--- src/rtl/irq_agg_pkg.sv ---
package irq_agg_pkg;
  localparam int EVT_W_DEF   = 11;
  localparam int A_CORE_STS  = 'h00;
  localparam int A_CORE_EN   = 'h04;
  localparam int A_GLB_EN    = 'h08;
  localparam int A_PORT_FLAG = 'h0C;
  localparam int A_SUMMARY   = 'h10;
  localparam int A_SUM_EN    = 'h14;
  localparam int A_CH_BASE   = 'h40;
  localparam int CH_STRIDE_LG = 3;
  localparam int CORE_CH_BIT   = 0;
  localparam int CORE_PORT_BIT = 1;
endpackage

--- src/rtl/irq_chan_slot.sv ---
module irq_chan_slot #(
  parameter int EVT_W = 11
) (
  input  logic             clk,
  input  logic             rst,
  input  logic [EVT_W-1:0] evt_i,
  input  logic             flag_we_i,
  input  logic             en_we_i,
  input  logic [31:0]      wdata_i,
  output logic [EVT_W-1:0] flag_o,
  output logic [EVT_W-1:0] en_o,
  output logic             pend_o
);
  logic [EVT_W-1:0] flag_q;
  logic [EVT_W-1:0] en_q;
  logic [EVT_W-1:0] clr_bits;

  assign clr_bits = flag_we_i ? wdata_i[EVT_W-1:0] : '0;

  always_ff @(posedge clk) begin
    if (rst) begin
      flag_q <= '0;
      en_q   <= '0;
    end else begin
      // new events take priority over a simultaneous clear
      flag_q <= (flag_q & ~clr_bits) | evt_i;
      if (en_we_i) en_q <= wdata_i[EVT_W-1:0];
    end
  end

  assign flag_o = flag_q;
  assign en_o   = en_q;
  assign pend_o = |(flag_q & en_q);
endmodule

--- src/rtl/irq_core_level.sv ---
module irq_core_level
  import irq_agg_pkg::*;
#(
  parameter int NUM_CH = 8
) (
  input  logic              clk,
  input  logic              rst,
  input  logic [NUM_CH-1:0] summary_i,
  input  logic              port_evt_i,
  input  logic              sum_en_we_i,
  input  logic              core_en_we_i,
  input  logic              glb_we_i,
  input  logic              port_we_i,
  input  logic [31:0]       wdata_i,
  output logic [NUM_CH-1:0] sum_en_o,
  output logic [1:0]        core_en_o,
  output logic              glb_en_o,
  output logic              port_flag_o,
  output logic [1:0]        core_sts_o,
  output logic              irq_o
);
  logic [NUM_CH-1:0] sum_en_q;
  logic [1:0]        core_en_q;
  logic              glb_q;
  logic              port_q;
  logic              irq_q;
  logic [1:0]        core_sts;

  always_comb begin
    core_sts = '0;
    core_sts[CORE_CH_BIT]   = |(summary_i & sum_en_q);
    core_sts[CORE_PORT_BIT] = port_q;
  end

  always_ff @(posedge clk) begin
    if (rst) begin
      sum_en_q  <= '0;
      core_en_q <= '0;
      glb_q     <= 1'b0;
      port_q    <= 1'b0;
      irq_q     <= 1'b0;
    end else begin
      if (sum_en_we_i)  sum_en_q  <= wdata_i[NUM_CH-1:0];
      if (core_en_we_i) core_en_q <= wdata_i[1:0];
      if (glb_we_i)     glb_q     <= wdata_i[0];
      port_q <= (port_q & ~(port_we_i & wdata_i[0])) | port_evt_i;
      irq_q  <= glb_q & (|(core_sts & core_en_q));
    end
  end

  assign sum_en_o    = sum_en_q;
  assign core_en_o   = core_en_q;
  assign glb_en_o    = glb_q;
  assign port_flag_o = port_q;
  assign core_sts_o  = core_sts;
  assign irq_o       = irq_q;
endmodule

--- src/rtl/irq_reg_port.sv ---
module irq_reg_port
  import irq_agg_pkg::*;
#(
  parameter int NUM_CH = 8,
  parameter int EVT_W  = 11,
  parameter int ADDR_W = 8
) (
  input  logic                    clk,
  input  logic                    rst,
  input  logic                    wr_i,
  input  logic                    rd_i,
  input  logic [ADDR_W-1:0]       addr_i,
  input  logic [NUM_CH*EVT_W-1:0] ch_flag_i,
  input  logic [NUM_CH*EVT_W-1:0] ch_en_i,
  input  logic [NUM_CH-1:0]       summary_i,
  input  logic [NUM_CH-1:0]       sum_en_i,
  input  logic [1:0]              core_sts_i,
  input  logic [1:0]              core_en_i,
  input  logic                    glb_en_i,
  input  logic                    port_flag_i,
  output logic [NUM_CH-1:0]       ch_flag_we_o,
  output logic [NUM_CH-1:0]       ch_en_we_o,
  output logic                    sum_en_we_o,
  output logic                    core_en_we_o,
  output logic                    glb_we_o,
  output logic                    port_we_o,
  output logic [31:0]             rdata_o
);
  localparam int IDX_W = ADDR_W - CH_STRIDE_LG;

  logic [ADDR_W-1:0] ch_off;
  logic [IDX_W-1:0]  ch_idx;
  logic              ch_hit;
  logic [31:0]       rd_val;
  logic [31:0]       rdata_q;

  always_comb begin
    ch_off = addr_i - ADDR_W'(A_CH_BASE);
    ch_idx = ch_off[ADDR_W-1:CH_STRIDE_LG];
    ch_hit = (addr_i >= ADDR_W'(A_CH_BASE)) && (32'(ch_idx) < NUM_CH);
  end

  assign sum_en_we_o  = wr_i && (addr_i == ADDR_W'(A_SUM_EN));
  assign core_en_we_o = wr_i && (addr_i == ADDR_W'(A_CORE_EN));
  assign glb_we_o     = wr_i && (addr_i == ADDR_W'(A_GLB_EN));
  assign port_we_o    = wr_i && (addr_i == ADDR_W'(A_PORT_FLAG));

  for (genvar c = 0; c < NUM_CH; c++) begin : g_we
    assign ch_flag_we_o[c] = wr_i && ch_hit && (ch_idx == IDX_W'(c)) && !addr_i[2];
    assign ch_en_we_o[c]   = wr_i && ch_hit && (ch_idx == IDX_W'(c)) &&  addr_i[2];
  end

  always_comb begin
    rd_val = '0;
    if (ch_hit) begin
      for (int c = 0; c < NUM_CH; c++) begin
        if (ch_idx == IDX_W'(c)) begin
          rd_val[EVT_W-1:0] = addr_i[2] ? ch_en_i[c*EVT_W +: EVT_W]
                                        : ch_flag_i[c*EVT_W +: EVT_W];
        end
      end
    end else begin
      case (addr_i)
        ADDR_W'(A_CORE_STS):  rd_val[1:0]        = core_sts_i;
        ADDR_W'(A_CORE_EN):   rd_val[1:0]        = core_en_i;
        ADDR_W'(A_GLB_EN):    rd_val[0]          = glb_en_i;
        ADDR_W'(A_PORT_FLAG): rd_val[0]          = port_flag_i;
        ADDR_W'(A_SUMMARY):   rd_val[NUM_CH-1:0] = summary_i;
        ADDR_W'(A_SUM_EN):    rd_val[NUM_CH-1:0] = sum_en_i;
        default:              rd_val             = '0;
      endcase
    end
  end

  always_ff @(posedge clk) begin
    if (rst)       rdata_q <= '0;
    else if (rd_i) rdata_q <= rd_val;
  end

  assign rdata_o = rdata_q;
endmodule

--- src/rtl/chan_irq_aggregator.sv ---
module chan_irq_aggregator
  import irq_agg_pkg::*;
#(
  parameter int NUM_CH = 8,
  parameter int EVT_W  = EVT_W_DEF,
  parameter int ADDR_W = 8
) (
  input  logic                    clk,
  input  logic                    rst,
  input  logic [NUM_CH*EVT_W-1:0] chan_evt_i,
  input  logic                    port_evt_i,
  input  logic                    bus_wr_i,
  input  logic                    bus_rd_i,
  input  logic [ADDR_W-1:0]       bus_addr_i,
  input  logic [31:0]             bus_wdata_i,
  output logic [31:0]             bus_rdata_o,
  output logic                    irq_o
);
  logic [NUM_CH*EVT_W-1:0] ch_flag;
  logic [NUM_CH*EVT_W-1:0] ch_en;
  logic [NUM_CH-1:0]       summary;
  logic [NUM_CH-1:0]       ch_flag_we;
  logic [NUM_CH-1:0]       ch_en_we;
  logic [NUM_CH-1:0]       sum_en;
  logic [1:0]              core_en;
  logic [1:0]              core_sts;
  logic                    glb_en;
  logic                    port_flag;
  logic                    sum_en_we;
  logic                    core_en_we;
  logic                    glb_we;
  logic                    port_we;

  for (genvar c = 0; c < NUM_CH; c++) begin : g_ch
    irq_chan_slot #(.EVT_W(EVT_W)) u_slot (
      .clk       (clk),
      .rst       (rst),
      .evt_i     (chan_evt_i[c*EVT_W +: EVT_W]),
      .flag_we_i (ch_flag_we[c]),
      .en_we_i   (ch_en_we[c]),
      .wdata_i   (bus_wdata_i),
      .flag_o    (ch_flag[c*EVT_W +: EVT_W]),
      .en_o      (ch_en[c*EVT_W +: EVT_W]),
      .pend_o    (summary[c])
    );
  end

  irq_core_level #(.NUM_CH(NUM_CH)) u_core (
    .clk          (clk),
    .rst          (rst),
    .summary_i    (summary),
    .port_evt_i   (port_evt_i),
    .sum_en_we_i  (sum_en_we),
    .core_en_we_i (core_en_we),
    .glb_we_i     (glb_we),
    .port_we_i    (port_we),
    .wdata_i      (bus_wdata_i),
    .sum_en_o     (sum_en),
    .core_en_o    (core_en),
    .glb_en_o     (glb_en),
    .port_flag_o  (port_flag),
    .core_sts_o   (core_sts),
    .irq_o        (irq_o)
  );

  irq_reg_port #(.NUM_CH(NUM_CH), .EVT_W(EVT_W), .ADDR_W(ADDR_W)) u_regs (
    .clk          (clk),
    .rst          (rst),
    .wr_i         (bus_wr_i),
    .rd_i         (bus_rd_i),
    .addr_i       (bus_addr_i),
    .ch_flag_i    (ch_flag),
    .ch_en_i      (ch_en),
    .summary_i    (summary),
    .sum_en_i     (sum_en),
    .core_sts_i   (core_sts),
    .core_en_i    (core_en),
    .glb_en_i     (glb_en),
    .port_flag_i  (port_flag),
    .ch_flag_we_o (ch_flag_we),
    .ch_en_we_o   (ch_en_we),
    .sum_en_we_o  (sum_en_we),
    .core_en_we_o (core_en_we),
    .glb_we_o     (glb_we),
    .port_we_o    (port_we),
    .rdata_o      (bus_rdata_o)
  );
endmodule

--- config.mk ---
export PLATFORM = sky130hd
export DESIGN_NAME = chan_irq_aggregator
export DESIGN_NICKNAME = d
export VERILOG_FILES = /design/src/rtl/irq_agg_pkg.sv /design/src/rtl/irq_chan_slot.sv /design/src/rtl/irq_core_level.sv /design/src/rtl/irq_reg_port.sv /design/src/rtl/chan_irq_aggregator.sv
export SDC_FILE = /design/constraint.sdc
export NUM_CORES = 1
export LEC_CHECK = 0
export CORE_ASPECT_RATIO = 0.5
export CORE_MARGIN = 4
export CORE_UTILIZATION = 64
export CTS_BUF_LIST = sky130_fd_sc_hd__clkbuf_8 sky130_fd_sc_hd__clkbuf_16
export DETAILED_ROUTE_END_ITERATION = 10
export DONT_BUFFER_PORTS = 1
export PLACE_DENSITY = 0.8
export SLEW_MARGIN = 10
export SYNTH_ARGS = -nofsm -noshare
export SYNTH_HDL_FRONTEND = slang
export SYNTH_SLANG_ARGS = --single-unit
--- constraint.sdc ---
create_clock -name clk -period 2.1 [get_ports clk]
set_input_delay 0 -clock clk [delete_from_list [all_inputs] [get_ports clk]]
set_output_delay 0 -clock clk [all_outputs]
set_load 0.01 [all_outputs]
## After elaboration in Yosys (flattened, before gate mapping)

Index checks and enable logic that the tools add are counted.

- Add/sub/neg operators: 1
- Magnitude comparators: 2
- Equality and inequality tests: 12
- Muxes and demuxes: 28
- Bitwise gates (word level): 39
- Reduce and logical (&&, ||, !) cells: 43

Operators with widths:

| operator | number |
|---|---|
| 2-to-1 mux 11 bit | 25 |
| bitwise AND 11 bit | 16 |
| inverter 11 bit | 8 |
| bitwise OR 11 bit | 8 |
| OR reduction 11 bit | 8 |
| logical AND 1 bit | 30 |
| == test 5 x 3 -> 1 bit, second input constant | 4 |
| == test 8 x 4 -> 1 bit, second input constant | 2 |
| == test 8 x 5 -> 1 bit, second input constant | 2 |
| one-hot mux 6 bit (2 select lines) | 1 |
| == test 5 x 2 -> 1 bit, second input constant | 2 |
| bitwise AND 8 bit | 1 |
| == test 8 x 3 -> 1 bit, second input constant | 1 |
| greater-or-equal comparator 8 x 7 -> 1 bit, second input constant | 1 |
| zero test 8 bit | 1 |
| OR reduction 8 bit | 1 |
| subtractor 8 x 7 -> 8 bit, second input constant | 1 |
| one-hot mux 1 bit (6 select lines) | 1 |
| == test 5 x 1 -> 1 bit, second input constant | 1 |
| zero test 5 bit | 1 |
| < comparator 5 x 4 -> 1 bit, second input constant | 1 |
| one-hot mux 1 bit (4 select lines) | 1 |
| bitwise AND 1 bit | 3 |
| bitwise AND 2 bit | 1 |
| 4 further kinds | 4 |

- Register bits after elaboration: 200
- Bits of input ports: 133
- Output and inout bits: 33
- Logic and storage cells: 147

## Longest topological paths before layout

- Depth in word-level cells: 11
- Gate-level depth with buffers: 10
- Gate-level depth less buffers: 8

## By module

From an unflattened synthesis, not the netlist that was laid out.

- Cell total of the unflattened synthesis: 1,089
- Area total of the unflattened synthesis: 9,836.9 µm²

By module, submodules not included:

| module | instances | cells an instance | area an instance (µm²) | sequential area each (µm²) |
|---|---|---|---|---|
| irq_chan_slot | 8 | 87 | 817.0 | 440.4 |
| irq_reg_port | 1 | 344 | 2,772.7 | 220.2 |
| irq_core_level | 1 | 49 | 528.0 | 260.2 |

## Worst setup path after synthesis

Ideal clock, no wire load.

- Path kind: in2reg
- From: input port bus_addr_i[7]
- To: register u_regs.rdata_q[2] (netlist: u_regs.rdata_o[2])
- Setup time: 0.070 ns
- Arrival: 1.731 ns
- Data required time: 2.030 ns
- Path slack: 0.299 ns
- Stages: 8
- Buffers on the path: 1
- Cell sequence: inv_1 -> ha_1 -> or4b_4 -> buf_6 -> nor3_4 -> a221oi_1 -> or4_1 -> a21oi_1

- Word-level cells in the longest chain between the ends: 11
- Elaborated cells between the ends (all ways): 24
- Those cells by class: 1 x add/sub; 2 x order compare; 9 x eq/ne; 10 x mux; 2 x reduce/logical

RTL lines:

| element | RTL line | RTL |
|---|---|---|
| from (decl) | chan_irq_aggregator.sv:14 | `input logic [ADDR_W-1:0] bus_addr_i,` |
| subtractor 8 x 7 -> 8 bit | irq_reg_port.sv:38 | `ch_off = addr_i - ADDR_W'(A_CH_BASE);` |
| zero test 5 bit | irq_reg_port.sv:57 | `if (ch_idx == IDX_W'(c)) begin` |
| 2-to-1 mux 11 bit (8 in series) | irq_reg_port.sv:57 |  |
| 2-to-1 mux 11 bit (*) | irq_reg_port.sv:55 | `if (ch_hit) begin` |
| to (signal assigned) | irq_reg_port.sv:77 | `else if (rd_i) rdata_q <= rd_val;` |
| to (decl) | irq_reg_port.sv:35 | `logic [31:0] rdata_q;` |

Every way passes the cells marked *; elsewhere a longest branch is shown, timed or not.
A chain may end at the register's enable or synchronous reset.

## Final worst setup path

- From: register g_ch[0].u_slot.en_q[9]
- To: register u_regs.rdata_q[0] (netlist: u_regs.rdata_o[0])

- Word-level cells in the longest chain between the ends: 6

RTL lines:

| element | RTL line | RTL |
|---|---|---|
| from (decl) | irq_chan_slot.sv:15 | `logic [EVT_W-1:0] en_q;` |
| from (signal assigned) | irq_chan_slot.sv:27 | `if (en_we_i) en_q <= wdata_i[EVT_W-1:0];` |
| bitwise AND 11 bit (*) | irq_chan_slot.sv:33 | `assign pend_o = \|(flag_q & en_q);` |
| OR reduction 11 bit (*) | irq_chan_slot.sv:33 |  |
| bitwise AND 8 bit | irq_core_level.sv:31 | `core_sts[CORE_CH_BIT] = \|(summary_i & sum_en_q);` |
| OR reduction 8 bit | irq_core_level.sv:31 |  |
| one-hot mux 1 bit (6 select lines) (*) | irq_reg_port.sv:63 | `case (addr_i)` |
| 2-to-1 mux 11 bit (*) | irq_reg_port.sv:55 |  |

Marked as above.

==> reports/metrics.yaml <==
worst_setup_path:
  path_delay_family: "compound AO/OA/AOI/OAI gates"
  rr_worst_depth: 6
  r2r_slack_ns: 0.07
  cp_max_fo: 3
  path_cells: "a222oi_1 -> nand3_1 -> o21a_1 -> a2111oi_2 -> and4_1 -> o22ai_1"
  cp-endpoint: "u_regs.rdata_o[0]"
  worst-path-buf-inv: 0
  critPathRequiredTime_ns: 2.43
  cpMaxStageDelayCell: "a222oi_1"
  path_class: "reg -> reg"
  cp-start-kind: "flop"
  r2r_start: "g_ch[0].u_slot.en_o[9]"
  crit_path_end_kind: "flop"
  path_depth: 6
  r2r-end: "u_regs.rdata_o[0]"
  crit_start: "g_ch[0].u_slot.en_o[9]"
  arrival_ns: 2.35
  cp_slowest_stage_delay_ns: 0.41
logic_synthesis:
  ys.flop_type: "dfxtp_1"
  synth_most_common_cell: "nand2_1"
  netlist_top_cells_area: "dfxtp_1 (42%), a21oi_1 (8.4%), mux2i_1 (8.4%), nand2_1 (8.3%), nor2_1 (7.0%)"
  yosysTopAreaCellShare_pct: 41.8
  ys_warn_count: 0
  synth_cell_type_count: 51
  netlist_area_um2: 9590
  synth_edf_count: 0
  ys_ff_latch: 200
  postSynthCellCount: 1179
  avgSynthCellArea_um2: 8.13
  ys_seq_area_share_pct: 41.8
  synthArstFlopShare_pct: 0
  yosys.area.top_type: "dfxtp_1"
  synth_top_cells_by_count: "nand2_1 (211), dfxtp_1 (200), nor2_1 (178)"
cells_and_area:
  num-fill-cells: 944
  fin_nets: 1425
  area_growth_pct: 23.0
  post-route-util_pct: 80.9
  drive_gt1_share_pct: 8.06
  fin_area_um2: 11800
  n_antenna_cell: 0
place:
  gp_congestion: 1.03
  portBuffers: 0
  place_hpwl_um: 20700
  place_area_um2: 9600
  dp_slack_ns: 0.101
floorplanning:
  die_y_um: 94.6
  dieArea_um2: 17100
  coreArea_um2: 14600
  fp-row-count: 31
  start_util_pct: 65.8
  ios: 166
  fp.dieW_um: 181
clock_network:
  clock-sinks: 200
  cts_buffers: 17
  clockRootBuffer: "clkbuf_16"
  clk_latency_ns: 0.45
  cts_buffer_depth: 2
  clkTransAtPathRegs_ns: 0.08
  cts_tree: "built"
  htree_levels: 4
grt:
  gr-total-overflow: 0
  grt_max_degree: 116
  grt_pass1_vias: 9535
  antenna_found_initial: 2
  grt_pass1_wl_um: 54500
  grt_usage_pct: 41.5
sta:
  max_slew.worst_pin.slew_ns: 0.904
  fin_tns_setup_ns: 0
  finalClockSkew_ns: 0.0151
  slew_viol_final: 0
  period_minus_slack_ns: 2.03
  period_share_pct: 96.5
  setup_viol: 0
  fmax_mhz: 494
  timing.final.ws_setup_ns: 0.0743
  final-hold-violation-count: 0
  rsz0062_at_grt: "false"
  maxSlewHeadroom_pct: 39.5
flow_run:
  max_cap_viol_count: 0
power_and_ir_drop:
  peakVddDrop_uv: 593
  powerDensity_nw_per_um2: 690
  p_leak_nw: 4.56
detailed_routing:
  vias: 9905
  drt_iter0_drc: 1575
  viasPerCell: 6.60
  drt_wl_total_um: 36200
  antenna_left: 0
  dr.pass1.iters: 8
  route.detailed.drc: 0
  avgRoutedWirePerCell_um: 24.1
min_path:
  min-delay-path-class: "in -> reg"
run_status:
  status: "completed"
-- layout by cell type, fill, tap and decap left out, drive strengths merged, types with 3 or more instances in the layout --
cell type    count
a2111oi          3
o22ai            4
a22oi           16
dfxtp          200
and2             6
clkinv           5
mux2            15
nor3             7
a21oi          160
nand3           23
o21ai           41
or4              5
nand3b           3
o221ai           3
nand2          211
a222oi           6
conb            21
buf             32
clkbuf          17
mux2i           80
a211oi           9
mux4            18
nor2           178
a221oi          18
dlygate4sd3    157
inv             13
a22o            11
o2bb2ai          5
a221o            6
-- area by class of cell --
type | instances | area (um^2) | area share [%]
Multi-Input combinational cell | 876 | 5110 | 43.3
Sequential cell | 200 | 4000 | 34.0
Timing Repair Buffer | 189 | 1840 | 15.6
Clock buffer | 17 | 425 | 3.61
Tap cell | 198 | 248 | 2.10
Clock inverter | 15 | 141 | 1.20
Inverter | 6 | 22.5 | 0.191
-- sequential cells by signal, indices dropped and copies added (netlist names) --
signal              count
g_ch.u_slot.flag_o     88
u_core.sum_en_o         8
u_core.port_flag_o      1
g_ch.u_slot.en_o       88
u_core.glb_en_o         1
u_regs.rdata_o         11
u_core.irq_o            1
u_core.core_en_o        2
-- report_power, final --
part           internal [mW]  total (mW)  switching [mW]  leakage [nW]
registers               3.93        4.06           0.137          1.64
logic                  0.372       0.784           0.411          2.64
clock network           1.67        3.29            1.63         0.277
total                   5.96        8.14            2.17          4.56
-- stage by stage --
| stage | power (mW) | instances | hold WS [ns] |
|---|---|---|---|
| 2_1_floorplan | 4.60 | 1199 | 0.117 |
| 3_3_place_gp | 4.57 | 1310 | 0.0838 |
| 3_5_place_dp | 4.58 | 1310 | 0.0861 |
| 4_1_cts | 8.03 | 1500 | 0.00117 |
| 5_1_grt | 8.29 | 1501 | 0.0306 |
| 6_report | 8.14 | 1501 | 0.0102 |
-- per-layer routing --
metal  part of all wire (%)  global-route usage [%]
met1                     37                    53.0
met2                     43                    64.3
met3                     15                    15.4
met4                    4.2                    17.3
met5                  0.094                       0
-- worst min-delay path by stage --
| stage | from | cells after the start | endpoint |
|---|---|---|---|
| after floorplan | chan_evt_i[0] | 2 | g_ch[0].u_slot.flag_o[0] |
| after global placement | rst | 1 | g_ch[7].u_slot.flag_o[2] |
| after detailed placement | rst | 1 | g_ch[7].u_slot.flag_o[2] |
| after CTS | rst | 2 | g_ch[0].u_slot.flag_o[0] |
| after global routing | rst | 2 | g_ch[2].u_slot.flag_o[1] |
| final | rst | 2 | g_ch[0].u_slot.flag_o[0] |
-- repair_timing --
item                                    4_1_cts  5_1_grt
hold endpoints to repair                    200        0
endpoints found under the setup margin        0        3
setup buffers                                 0        1
resized for setup                             0        4
hold buffers                                158        0
-- kinds of logic (layout without fill, tap and decap cells) --
group                    after synthesis  in the layout  synth area share, %
flip-flops                           200            200                 41.8
adder cells (fa/ha/maj)                2              2                0.261
other                                  1             21               0.0391
AO/OA/AOI/OAI                        292            292                 18.5
buffers and inverters                123            227                 5.92
multiplexers                         113            113                 14.3
AND/OR/NAND/NOR                      448            448                 19.2
-- worst reg2reg max path: cells and delay by family, from the launching register on --
family	cells	cell delay, ns
AO/OA/AOI/OAI	4	1.07
flip-flops	1	0.33
AND/OR/NAND/NOR	2	0.51
Power figures use the tool's default switching activity.
